$ cat config.mk
export PLATFORM = sky130hd
export DESIGN_NAME = spi_frame_master
export DESIGN_NICKNAME = d
export VERILOG_FILES = /design/src/rtl/spim_pkg.sv /design/src/rtl/spim_ctrl.sv /design/src/rtl/spim_dp.sv /design/src/rtl/spi_frame_master.sv
export SDC_FILE = /design/constraint.sdc
export NUM_CORES = 1
export LEC_CHECK = 0
export BUFFER_PORTS_ARGS = -buffer_cell sky130_fd_sc_hd__buf_2
export CORE_MARGIN = 3
export CORE_UTILIZATION = 40
export DETAILED_ROUTE_END_ITERATION = 10
export PLACE_DENSITY = 0.67
export SLEW_MARGIN = 40
export SYNTH_ARGS = -nofsm -noshare
export SYNTH_HDL_FRONTEND = slang
export SYNTH_HIERARCHICAL = 1
export SYNTH_SLANG_ARGS = --single-unit
$ cat constraint.sdc
create_clock -name clk -period 4.75 [get_ports clk]
set_input_delay 0.95 -clock clk [delete_from_list [all_inputs] [get_ports clk]]
set_output_delay 0.95 -clock clk [all_outputs]
set_load 0.02 [all_outputs]
$ cat src/rtl/spim_pkg.sv
package spim_pkg;
  localparam int DATA_W  = 16;
  localparam int MIN_LEN = 4;
  localparam int LEN_W   = $clog2(DATA_W + 1);
  localparam int IDX_W   = LEN_W + 1;

  typedef enum logic [2:0] {
    ST_IDLE, ST_LEAD, ST_SETUP, ST_SHIFT, ST_TAIL, ST_GAP
  } spimState_t;

  // strobes from sequencer to datapath
  typedef struct packed {
    logic             load;
    logic             launch;
    logic             capture;
    logic             lastCap;
    logic [LEN_W-1:0] len;
  } spimStrobe_t;
endpackage

$ cat src/rtl/spim_ctrl.sv
module spim_ctrl import spim_pkg::*; #(
  parameter int DIV_W = 4
) (
  input  logic             clk,
  input  logic             rstN,
  input  logic             enable,
  input  logic             cpha,
  input  logic [LEN_W-1:0] wordLen,
  input  logic [DIV_W-1:0] halfDiv,
  input  logic             txValid,
  output spimStrobe_t      stb,
  output logic             sclk,
  output logic             fssN,
  output logic             txdOe,
  output logic             txAck
);
  spimState_t       state;
  logic [DIV_W-1:0] halfCnt, divEff;
  logic [IDX_W-1:0] halfIdx, nextIdx;
  logic [LEN_W-1:0] lenQ, lenEff, bitNext;
  logic             phQ, tick, startOk, lastHalf;

  assign divEff   = (halfDiv == '0) ? DIV_W'(1) : halfDiv;
  assign tick     = (state != ST_IDLE) && (halfCnt == divEff - DIV_W'(1));
  assign startOk  = enable && txValid;
  assign nextIdx  = halfIdx + IDX_W'(1);
  assign bitNext  = nextIdx[IDX_W-1:1];
  assign lastHalf = (halfIdx == ({lenQ, 1'b0} - IDX_W'(1)));

  always_comb begin
    if (wordLen < LEN_W'(MIN_LEN))     lenEff = LEN_W'(MIN_LEN);
    else if (wordLen > LEN_W'(DATA_W)) lenEff = LEN_W'(DATA_W);
    else                               lenEff = wordLen;
  end

  always_comb begin
    stb = '0;
    stb.len = lenEff;
    unique case (state)
      ST_IDLE:  stb.load = startOk;
      ST_LEAD:  stb.launch = tick;
      ST_SETUP: stb.capture = tick;
      ST_SHIFT: if (tick) begin
        if (lastHalf) begin
          stb.load   = phQ && startOk;
          stb.launch = phQ && startOk;
        end else if (nextIdx[0] != phQ) begin
          // odd half with phase clear: rising edge; even half with phase set: falling edge
          stb.launch = !phQ || (bitNext < lenQ);
          if (!phQ) stb.launch = (bitNext < lenQ - LEN_W'(1));
        end else begin
          stb.capture = 1'b1;
          stb.lastCap = (bitNext == lenQ - LEN_W'(1));
        end
      end
      ST_GAP:   stb.load = tick && startOk;
      default:  ;
    endcase
  end

  always_ff @(posedge clk or negedge rstN) begin
    if (!rstN) begin
      state <= ST_IDLE; halfCnt <= '0; halfIdx <= '0; lenQ <= LEN_W'(MIN_LEN);
      phQ <= 1'b0; sclk <= 1'b1; fssN <= 1'b1; txdOe <= 1'b0; txAck <= 1'b0;
    end else begin
      txAck   <= 1'b0;
      halfCnt <= (tick || state == ST_IDLE) ? '0 : halfCnt + DIV_W'(1);
      if (stb.load) begin
        lenQ  <= lenEff;
        txAck <= 1'b1;
      end
      unique case (state)
        ST_IDLE: if (startOk) begin
          state <= ST_LEAD; fssN <= 1'b0; txdOe <= 1'b1; phQ <= cpha;
        end
        ST_LEAD: if (tick) begin
          state <= phQ ? ST_SHIFT : ST_SETUP;
          halfIdx <= '0;
          if (phQ) sclk <= 1'b0;
        end
        ST_SETUP: if (tick) begin
          state <= ST_SHIFT; halfIdx <= '0; sclk <= 1'b0;
        end
        ST_SHIFT: if (tick) begin
          if (lastHalf) begin
            if (phQ && startOk) begin
              halfIdx <= '0; sclk <= 1'b0;
            end else if (phQ) begin
              state <= ST_TAIL;
            end else begin
              state <= ST_GAP; fssN <= 1'b1; txdOe <= 1'b0;
            end
          end else begin
            halfIdx <= nextIdx;
            sclk    <= nextIdx[0];
          end
        end
        ST_TAIL: if (tick) begin
          state <= ST_GAP; fssN <= 1'b1; txdOe <= 1'b0;
        end
        ST_GAP: if (tick) begin
          if (startOk) begin
            state <= ST_LEAD; fssN <= 1'b0; txdOe <= 1'b1; phQ <= cpha;
          end else begin
            state <= ST_IDLE;
          end
        end
        default: state <= ST_IDLE;
      endcase
    end
  end
endmodule

$ cat src/rtl/spim_dp.sv
module spim_dp import spim_pkg::*; (
  input  logic              clk,
  input  logic              rstN,
  input  spimStrobe_t       stb,
  input  logic [DATA_W-1:0] txData,
  input  logic              rxd,
  output logic              txd,
  output logic [DATA_W-1:0] rxData,
  output logic              rxValid
);
  logic [DATA_W-1:0] txShift, rxShift, aligned, rxNext;
  logic [LEN_W-1:0]  shAmt;

  assign shAmt   = LEN_W'(DATA_W) - stb.len;
  assign aligned = txData << shAmt;
  assign rxNext  = {rxShift[DATA_W-2:0], rxd};

  always_ff @(posedge clk or negedge rstN) begin
    if (!rstN) begin
      txShift <= '0; rxShift <= '0; rxData <= '0; rxValid <= 1'b0; txd <= 1'b0;
    end else begin
      rxValid <= 1'b0;
      if (stb.load) begin
        rxShift <= '0;
        if (stb.launch) begin
          txd     <= aligned[DATA_W-1];
          txShift <= aligned << 1;
        end else begin
          txd     <= 1'b0;
          txShift <= aligned;
        end
      end else if (stb.launch) begin
        txd     <= txShift[DATA_W-1];
        txShift <= txShift << 1;
      end
      if (stb.capture) begin
        rxShift <= rxNext;
        if (stb.lastCap) begin
          rxData  <= rxNext;
          rxValid <= 1'b1;
        end
      end
    end
  end
endmodule

$ cat src/rtl/spi_frame_master.sv
module spi_frame_master import spim_pkg::*; #(
  parameter int DIV_W = 4
) (
  input  logic              clk,
  input  logic              rstN,
  input  logic              enable,
  input  logic              cpha,
  input  logic [LEN_W-1:0]  wordLen,
  input  logic [DIV_W-1:0]  halfDiv,
  input  logic [DATA_W-1:0] txData,
  input  logic              txValid,
  output logic              txAck,
  input  logic              rxd,
  output logic [DATA_W-1:0] rxData,
  output logic              rxValid,
  output logic              sclk,
  output logic              sclkOe,
  output logic              fssN,
  output logic              txd,
  output logic              txdOe
);
  spimStrobe_t stb;

  assign sclkOe = 1'b1;

  spim_ctrl #(.DIV_W(DIV_W)) u_ctrl (
    .clk(clk), .rstN(rstN), .enable(enable), .cpha(cpha), .wordLen(wordLen),
    .halfDiv(halfDiv), .txValid(txValid), .stb(stb), .sclk(sclk), .fssN(fssN),
    .txdOe(txdOe), .txAck(txAck)
  );

  spim_dp u_dp (
    .clk(clk), .rstN(rstN), .stb(stb), .txData(txData), .rxd(rxd),
    .txd(txd), .rxData(rxData), .rxValid(rxValid)
  );
endmodule

==> run_results.csv, run 1 <==
group,metric,value,unit
route,wl_per_cell,15.9,um
power_and_ir_drop,power_leakage,2.45,nW
route,drt_first_pass_iters,7,
place,dpl.hpwl,7690,um
clock_network,cts-resized-gates,0,
clock_network,clkLatencyLatePin,0.32,ns
route,drtIter0Drc,306,
setup_path,crit_path_max_fanout,23,
cells_and_area,area_delta_synth_final,13.7,%
status,outcome,"finished, final reports clean",
route,routed_wl,10400,um
route,via_per_inst,5.70,
setup_path,crit_required,4.95,ns
sta,hold_violations,0,
cells_and_area,drive_gt1_share,25.1,%
sta,min_period_over_period,82.0,%
clock_network,clkSinkCount,72,
cells_and_area,nNetsFinal,555,
synth,async_flop_share,100,%
synth,ys_types,73,
clock_network,cts_tree,"yes",
clock_network,clk_path_buf_depth,2,
setup_path,r2r-start,"u_ctrl/lenQ[0]",
sta,fmax,257,MHz
synth,synth.avg_cell_area,9.96,um^2
die,row_count,38,
clock_network,cts_root_buffer,"clkbuf_16",
power_and_ir_drop,powerDensity,513,nW/um^2
setup_path,crit_type,"in2reg",
sta,rsz0062_at_grt,"no",
die,ioPinCount,54,
route,ant_nets,0,
worst_hold_path,worstHoldPathType,"reg2reg",
synth,ys_seq_area_share,38.6,%
clock_network,cts_hold_buf,0,
clock_network,cts-buffers-inserted,9,
flow_run,cap_violations,0,
clock_network,cts_setup_buffers,0,
die,die_y,114,um
synth,synth_edf_count,0,
power_and_ir_drop,ir_drop,0.314,mV
global_route,grt.overflow.total,0,
sta,period_minus_slack,3.89,ns
clock_network,path_clk_slew,0.06,ns
sta,timing.setup.tns,0,ns
clock_network,htreeDepth,3,
die,core_area,11100,um^2
setup_path,worstSetupEndpointType,"register",
global_route,grt_pass1_vias,3638,
synth,synth-seq-cells,72,
place,place_congestion,0.894,
synth,synth_nets,516,
worst_hold_path,holdCritStartpoint,"u_ctrl/fssN",
sta,slew_headroom,48.1,%
global_route,grt_use_total,16.4,%
die,start_util,42.1,%
global_route,grt_pass1_wl,17600,um
die,dieArea,13000,um^2
place,port_buffers,52,
cells_and_area,final_core_util,47.9,%
sta,finClkSkew,0.00966,ns
synth,synthCells,470,
setup_path,startpoint_type,"input port",
sta,slew_violations,0,
cells_and_area,n_antenna_cell,0,
synth,netlist_area,4680,um^2
global_route,grt_max_degree,39,
synth,ys.flop_type,"dfrtp_1",
sta,worstMarginPinSlew,0.779,ns
setup_path,worstSetupStartpoint,"halfDiv[1]",
sta,setup_viol,0,
setup_path,critPathArrivalTime,4.09,ns
synth,yosysWarnings,6,
global_route,antenna_found_initial,0,
route,vias,3731,
route,drc,0,
die,die_width,114,um
## metrics by stage
step | total power, mW | hold WS, ns | instance area (um^2) | cells | worst slack [ns]
global route | 2.95 | 0.492 | 5330 | 654 | 0.579
CTS | 2.76 | 0.468 | 5330 | 654 | 0.881
global placement | 2.08 | 0.461 | 5050 | 638 | 0.640
finish | 2.73 | 0.466 | 5330 | 654 | 0.857
detailed placement | 2.12 | 0.458 | 5050 | 638 | 0.567
floorplan | 1.84 | 0.459 | 4680 | 470 | 0.872
## report_power, final
group	leakage (nW)	switching, mW	internal [mW]
sequential	0.943	0.180	0.771
clock	0.137	0.261	0.358
combinational	1.37	0.663	0.502
total	2.45	1.10	1.63
## synth_stat cells (3+ instances only)
library cell | n | share of area, %
a21oi_1 | 24 | 2.6
a221oi_1 | 3 | 0.56
a22o_1 | 17 | 3.2
a31oi_1 | 6 | 0.80
and3_1 | 3 | 0.40
buf_1 | 3 | 0.24
buf_2 | 7 | 0.75
clkbuf_1 | 16 | 1.3
dfrtp_1 | 69 | 37
dfstp_2 | 3 | 1.7
ha_1 | 15 | 4.0
inv_1 | 27 | 2.2
mux2_2 | 25 | 6.0
mux2i_1 | 27 | 5.8
mux4_2 | 6 | 2.9
nand2_1 | 26 | 2.1
nand2b_1 | 5 | 0.67
nand3_1 | 15 | 1.6
nand3b_1 | 4 | 0.64
nand4_1 | 10 | 1.3
nor2_1 | 31 | 2.5
nor2b_1 | 8 | 1.1
nor3_1 | 13 | 1.4
nor4_1 | 3 | 0.40
o211ai_1 | 3 | 0.48
o21ai_0 | 13 | 1.4
o22ai_1 | 6 | 0.80
o31ai_1 | 4 | 0.64
or3_1 | 3 | 0.40
xnor2_1 | 12 | 2.2
xor2_1 | 9 | 1.7
## layout by cell type (no fill, tap or decap), drive strengths merged, types with 8 or more instances in the layout
cell type | Yosys | final
nor3 | 13 | 13
inv | 27 | 30
nand2 | 28 | 28
ha | 15 | 15
o21ai | 15 | 15
nor2b | 8 | 8
dfrtp | 69 | 69
nor2 | 32 | 32
nand3 | 15 | 15
xor2 | 10 | 10
clkbuf | 17 | 9
mux2 | 26 | 26
xnor2 | 12 | 12
a22o | 17 | 17
nand4 | 10 | 10
buf | 13 | 58
mux2i | 27 | 27
a21oi | 24 | 24
## final cells by class
cell class              instances  area (um^2)
clock inverters                 7         52.6
multi-input cells             340         2660
clock buffers                   9          225
repair buffers                 58          308
flip-flops and latches         72         1810
fillers                      1055         5800
inverters                      28          105
well taps                     140          175
## critical path, cell delays in order
cell,delay [ns]
buf_2,0.12
nor3_1,0.17
nor2_1,0.06
ha_1,0.20
xor2_1,0.17
xnor2_1,0.18
nand2_2,0.16
nor2_1,0.42
nand2_1,0.19
a311oi_4,0.38
buf_4,0.35
nor2_1,0.12
nand2_1,0.14
o22ai_1,0.11
or3_1,0.37
## final timing paths
kind | endpoint | slack, ns | cells after the start
setup / recovery | u_dp/txShift[13] | 0.86 | 15
hold / removal | u_ctrl/fssN | 0.47 | 2
setup reg to reg | u_dp/txShift[13] | 0.88 | 14
hold reg to reg | u_ctrl/fssN | 0.47 | 2
max in group asynchronous | u_ctrl/state[2] | 3.34 | 2
min in group asynchronous | u_ctrl/halfIdx[4] | 0.59 | 1
## cell families after synthesis
| family | count (synthesis) | share of synthesized area, % |
|---|---|---|
| simple gates | 135 | 15.2 |
| buf+inv | 58 | 5.18 |
| fa+ha+maj | 15 | 4.01 |
| other cells | 1 | 0.0801 |
| compound gates | 108 | 17.7 |
| flops | 72 | 38.6 |
| mux | 59 | 15.0 |
| xor+xnor | 22 | 4.27 |
## layer usage
layer | up-vias | GRT usage (%) | share of wire (%)
met5 | - | 0 | 0
met4 | 0 | 4.35 | 1.4
met3 | 17 | 3.96 | 4.8
met2 | 107 | 26.9 | 49
met1 | 1804 | 21.8 | 45
li1 | 1803 | - | -
## sequential cells by signal (all words and copies together), names as in the netlist
name and cells:
u_ctrl/txdOe 1, u_ctrl/halfCnt 4, u_ctrl/halfIdx 6, u_dp/rxShift 15, u_ctrl/phQ 1, u_ctrl/state 3
u_dp/rxData 16, u_ctrl/fssN 1, u_ctrl/sclk 1, u_dp/txShift 16, u_ctrl/txAck 1, u_ctrl/lenQ 5
u_dp/txd 1, u_dp/rxValid 1
No activity file was read; power rests on OpenSTA's default activity.
==> run 2, diff against run 1 <==
==> constraint.sdc (replaced) <==
create_clock -name clk -period 4.02 [get_ports clk]
set_input_delay 0.804 -clock clk [delete_from_list [all_inputs] [get_ports clk]]
set_output_delay 0.804 -clock clk [all_outputs]
set_load 0.02 [all_outputs]
==> run 2 against run 1 <==
  * Clock power grew 42%
  * Hold slack lost 0.083 ns
  * First-iteration DRC count shrank 6.5%
  * Register-to-register slack lost 0.52 ns
  * Flip-flop and latch count is the same
  * Non-clock buffer count grew 8
  * Routed wire length grew 3.3%
  * Design area grew 2.4%
  * Via count grew 1.8%
  * Critical path type is now reg2reg
  * Critical endpoint is now u_dp/txShift[15]
  * Largest cell class unchanged
==> run_results.csv, run 2 (synthesized netlist as in run 1, its figures left out) <==
group,metric,value,unit
cells_and_area,final_cell_mix,"dfrtp_1 (69), buf_2 (52), nor2_1 (29), inv_1 (27), mux2i_1 (27)",
global_route,grt_pass1_vias,3818,
setup_path,startpoint_type,"register",
clock_network,cts-buffers-inserted,9,
cells_and_area,drive_gt1_share,26.8,%
route,wl_per_cell,16.2,um
cells_and_area,reg.largest.list,"u_dp/rxData (16), u_dp/txShift (16), u_dp/rxShift (15)",
clock_network,cts_tree,"yes",
route,vias,3797,
flow_run,cap_violations,0,
setup_path,crit_required,4.21,ns
cells_and_area,area_delta_synth_final,16.5,%
die,die_width,114,um
sta,fmax,273,MHz
place,place_congestion,0.925,
global_route,grt_pass1_wl,18100,um
sta,rsz0062_at_grt,"no",
worst_hold_path,worstHoldPathType,"in2async",
sta,timing.final.ws_setup,0.359,ns
setup_path,crit_path_max_fanout,5,
sta,setup_viol,0,
route,drtIter0Drc,286,
power_and_ir_drop,powerDensity,620,nW/um^2
sta,slew_violations,0,
setup_path,critPathArrivalTime,3.85,ns
route,via_per_inst,5.74,
die,dieArea,13000,um^2
route,routed_wl,10800,um
clock_network,clk_path_buf_depth,2,
sta,hold_violations,0,
sta,timing.setup.tns,0,ns
die,ioPinCount,54,
place,dpl.hpwl,7930,um
setup_path,crit_type,"reg2reg",
clock_network,cts_root_buffer,"clkbuf_16",
sta,min_period_over_period,91.1,%
die,row_count,38,
cells_and_area,nNetsFinal,563,
die,core_area,11100,um^2
power_and_ir_drop,ir_drop,0.363,mV
global_route,grt.overflow.total,0,
status,outcome,"finished, final reports clean",
place,dp.cells,645,
route,ant_nets,0,
clock_network,htreeDepth,3,
die,die_y,114,um
clock_network,path_clk_slew,0.06,ns
clock_network,clkSinkCount,72,
sta,period_minus_slack,3.66,ns
cells_and_area,final_common_cell,"dfrtp_1",
route,drc,0,
sta,worstMarginPinSlew,0.820,ns
cells_and_area,n_antenna_cell,0,
place,pre_cts_ws,0.293,ns
sta,finClkSkew,0.00793,ns
cells_and_area,final_cells,662,
sta,slew_headroom,45.4,%
global_route,grt_max_degree,44,
global_route,grt_use_total,17.0,%
global_route,antenna_found_initial,0,
setup_path,worstSetupEndpointType,"register",
place,port_buffers,52,
route,drt_first_pass_iters,5,
clock_network,cts_hold_buf,0,
power_and_ir_drop,power_leakage,2.52,nW
clock_network,clkLatencyLatePin,0.33,ns
die,start_util,42.1,%
run 2: cell types whose count changed in the layout (fill, tap and decap cells not counted), sizes merged:
cell      delta
bufinv       +2
buf          +8
clkinvlp     -1
inv          -3
clkbuf       +2
run 2: critical path: stages (launching register included):
cell,delay (ns)
dfrtp_1,0.44
inv_1,0.12
ha_1,0.23
nor3b_2,0.23
xnor2_1,0.16
ha_1,0.28
a2111o_1,0.41
a31oi_1,0.13
o21ai_0,0.21
a311oi_4,0.49
mux2_2,0.38
nand2_1,0.07
o221ai_1,0.10
a41oi_1,0.16
o21ai_0,0.13
run 2: power breakdown:
group,total (mW),switching [mW],internal [mW],leakage [nW]
clock network,0.875,0.299,0.576,0.165
registers,1.11,0.195,0.911,0.943
logic,1.40,0.793,0.610,1.41
total,3.38,1.29,2.10,2.52
run 2: per-layer routing:
| metal | vias up | wire length [um] | track usage (%) |
|---|---|---|---|
| li1 | 1808 | - | - |
| met1 | 1845 | 4690 | 22.5 |
| met2 | 132 | 5390 | 28.3 |
| met3 | 12 | 566 | 3.12 |
| met4 | 0 | 112 | 5.15 |
| met5 | - | 0 | 0 |
run 2: repair_timing:
action,4_1_cts,5_1_grt
setup buffers,0,1
endpoints found under the setup margin,0,1
gates resized for setup,0,2
run 2: area by class of cell:
type,count,area (um^2)
fill,1020,5670
timing repair buffer,66,369
tap,140,175
clock inverter,5,78.8
inverter,28,105
clock buffer,11,253
multi-input combinational,340,2670
sequential,72,1810
run 2: final timing paths:
path | from | end | slack (ns) | cells after the start
worst min-delay path | rstN | u_dp/txShift[11] | 0.38 | 1
worst max-delay path | u_ctrl/lenQ[0] | u_dp/txShift[15] | 0.36 | 14
worst min register to register | u_ctrl/fssN | u_ctrl/fssN | 0.48 | 2
max in group asynchronous | rstN | u_dp/rxShift[2] | 2.78 | 2
min in group clk | u_ctrl/fssN | u_ctrl/fssN | 0.48 | 2
worst max register to register | u_ctrl/lenQ[0] | u_dp/txShift[15] | 0.36 | 14
run 2: per-stage QoR:
step	utilization, %	instance area, um^2	power [mW]	hold WS, ns
after floorplan	-	4680	2.17	0.459
after global placement	45.8	5100	2.45	0.461
after detailed placement	45.9	5100	2.51	0.469
after CTS	48.8	5430	3.40	0.374
after global routing	49.0	5460	3.65	0.385
final	49.0	5460	3.38	0.383
==> run 3, diff against run 2 <==
--- a/config.mk
+++ b/config.mk
@@ -9,7 +9,7 @@
 export CORE_MARGIN = 3
 export CORE_UTILIZATION = 40
 export DETAILED_ROUTE_END_ITERATION = 10
-export PLACE_DENSITY = 0.67
+export PLACE_DENSITY = 0.69
 export SLEW_MARGIN = 40
 export SYNTH_ARGS = -nofsm -noshare
 export SYNTH_HDL_FRONTEND = slang
==> run 3 against run 2 <==
  * Register-to-register slack improved by 0.02 ns
  * Clock power is 9.6% lower
  * Design area shrank 0.64%
  * Core utilization decreased by 0.31 points
  * Maximum frequency rose by 0.66%
  * Global-route usage is 0.080 points higher
  * Routed wire length fell by 0.33%
  * Via count fell by 0.63%
  * Highest routed layer unchanged
  * First-iteration DRC count shrank 11%
  * Sequential power is essentially flat
  * Final cell count grew 0.15%
  * Sequential share of layout area up 0.21 points
==> run_results.csv, run 3 (synthesized netlist as in run 1, its figures left out) <==
group,metric,value,unit
setup_path,cp_cell_sequence,"inv_1 -> ha_1 -> nor3b_2 -> xnor2_1 -> ha_1 -> a2111o_1 -> a31oi_1 -> o21ai_0 -> a311oi_4 -> buf_4 -> mux2i_1 -> o22ai_1 -> or3_1",
power_and_ir_drop,power_leakage,2.50,nW
global_route,antenna_found_initial,0,
flow_run,cap_violations,0,
worst_hold_path,worstHoldPathType,"in2async",
setup_path,max_stage_delay,0.51,ns
route,drc,0,
setup_path,cp.depth,13,
sta,period_minus_slack,3.64,ns
clock_network,cts-buffers-inserted,9,
route,drt_first_pass_iters,6,
power_and_ir_drop,p_switching,1.30,mW
power_and_ir_drop,clockPowerShare,23.9,%
sta,rsz0062_at_grt,"no",
clock_network,htreeDepth,3,
cells_and_area,final_cells,663,
power_and_ir_drop,combPwrFrac,42.9,%
setup_path,timing.rr.end,"u_dp/txShift[13]",
cells_and_area,n_antenna_cell,0,
clock_network,clk_path_buf_depth,2,
setup_path,critPathArrivalTime,3.84,ns
global_route,grt_pass1_vias,3829,
die,die_width,114,um
die,core_area,11100,um^2
route,via_per_inst,5.69,
clock_network,path_clk_slew,0.06,ns
power_and_ir_drop,p_sw_share,39.4,%
setup_path,path_delay_family,"compound AO/OA/AOI/OAI gates",
route,wl_per_cell,16.2,um
clock_network,cts_tree,"yes",
setup_path,worst-path-buf-inv,2,
setup_path,crit_required,4.22,ns
place,place_congestion,0.910,
setup_path,crit_type,"reg2reg",
setup_path,reg2regPathDepth,13,
global_route,grt_max_degree,42,
global_route,grt.overflow.total,0,
route,routed_wl,10700,um
sta,hold_violations,0,
sta,min_period_over_period,90.5,%
place,port_buffers,52,
power_and_ir_drop,p_int,2.01,mW
die,row_count,38,
sta,slew_headroom,48.7,%
setup_path,r2r_setup_slack,0.38,ns
power_and_ir_drop,report.power.total,3.31,mW
setup_path,cp_common_cell,"ha_1",
setup_path,r2r-start,"u_ctrl/lenQ[0]",
die,dieArea,13000,um^2
cells_and_area,final_common_cell,"dfrtp_1",
power_and_ir_drop,power_frac_seq,33.2,%
cells_and_area,nNetsFinal,564,
global_route,grt_pass1_wl,18500,um
sta,fmax,275,MHz
global_route,grt_use_total,17.1,%
sta,finClkSkew,0.00687,ns
setup_path,startpoint_type,"register",
setup_path,worstSetupEndpointType,"register",
cells_and_area,drive_gt1_share,26.6,%
power_and_ir_drop,ir_drop,0.277,mV
sta,setup_viol,0,
sta,timing.setup.tns,0,ns
clock_network,clkSinkCount,72,
die,die_y,114,um
place,dpl.hpwl,7850,um
setup_path,slowest_stage,"a311oi_4",
sta,worstMarginPinSlew,0.767,ns
cells_and_area,area_delta_synth_final,15.8,%
die,start_util,42.1,%
sta,slew_violations,0,
route,vias,3773,
sta,hold_slack,0.470,ns
status,outcome,"finished, final reports clean",
cells_and_area,reg.largest.list,"u_dp/rxData (16), u_dp/txShift (16), u_dp/rxShift (15)",
place,dp.cells,645,
clock_network,cts_root_buffer,"clkbuf_16",
route,ant_nets,0,
die,ioPinCount,54,
route,drtIter0Drc,254,
power_and_ir_drop,powerDensity,611,nW/um^2
cells_and_area,final_cell_mix,"dfrtp_1 (69), buf_2 (51), nor2_1 (29), inv_1 (27), mux2i_1 (27)",
setup_path,crit_path_max_fanout,6,
clock_network,clkLatencyLatePin,0.32,ns
cells_and_area,final_core_util,48.7,%
[run 3: what timing repair did]
action	4_1_cts	5_1_grt
hold endpoints to repair	0	0
gates resized for setup	0	1
hold buffers	0	0
setup buffers	0	2
endpoints found under the setup margin	0	1
[run 3: worst reg2reg max path, stage by stage, from the launching register on]
cell and delay, ns:
dfrtp_1 0.43, inv_1 0.10, ha_1 0.23, nor3b_2 0.25, xnor2_1 0.09, ha_1 0.33
a2111o_1 0.41, a31oi_1 0.13, o21ai_0 0.17, a311oi_4 0.51, buf_4 0.21, mux2i_1 0.18
o22ai_1 0.10, or3_1 0.37
[run 3: worst max-delay path by stage]
| stage | from | to |
|---|---|---|
| after global routing | u_ctrl/lenQ[0] | u_dp/txShift[15] |
| final | u_ctrl/lenQ[0] | u_dp/txShift[13] |
| after detailed placement | u_ctrl/lenQ[0] | u_dp/txShift[15] |
| after floorplan | halfDiv[1] | u_dp/txShift[1] |
| after CTS | u_ctrl/lenQ[0] | u_dp/txShift[15] |
| after global placement | u_ctrl/lenQ[0] | u_dp/txShift[15] |
[run 3: layout make-up]
type / instances / area, um^2
Clock buffer: 10 / 229
Sequential cell: 72 / 1810
Tap cell: 140 / 175
Timing Repair Buffer: 67 / 375
Clock inverter: 6 / 68.8
Multi-Input combinational cell: 340 / 2660
Fill cell: 1046 / 5700
Inverter: 28 / 105
[run 3: power by group through the flow]
stage | Clock, mW | Sequential (mW) | Combinational, mW
after global placement | 0 | 1.10 | 1.35
after detailed placement | 0 | 1.11 | 1.40
after floorplan | 0 | 1.04 | 1.14
after global routing | 0.842 | 1.13 | 1.60
final | 0.791 | 1.10 | 1.42
after CTS | 0.810 | 1.09 | 1.41
[run 3: routing by layer]
| layer | part of all wire (%) | track usage [%] |
|---|---|---|
| met5 | 0 | 0 |
| met4 | 0.77 | 5.30 |
| met3 | 4.5 | 2.54 |
| met2 | 50 | 28.8 |
| met1 | 45 | 22.6 |
[run 3: stage by stage]
step	setup slack, ns	instance area [um^2]
floorplan	0.288	4680
global placement	0.402	5100
detailed placement	0.241	5100
CTS	0.203	5400
global route	0.0972	5420
finish	0.383	5420
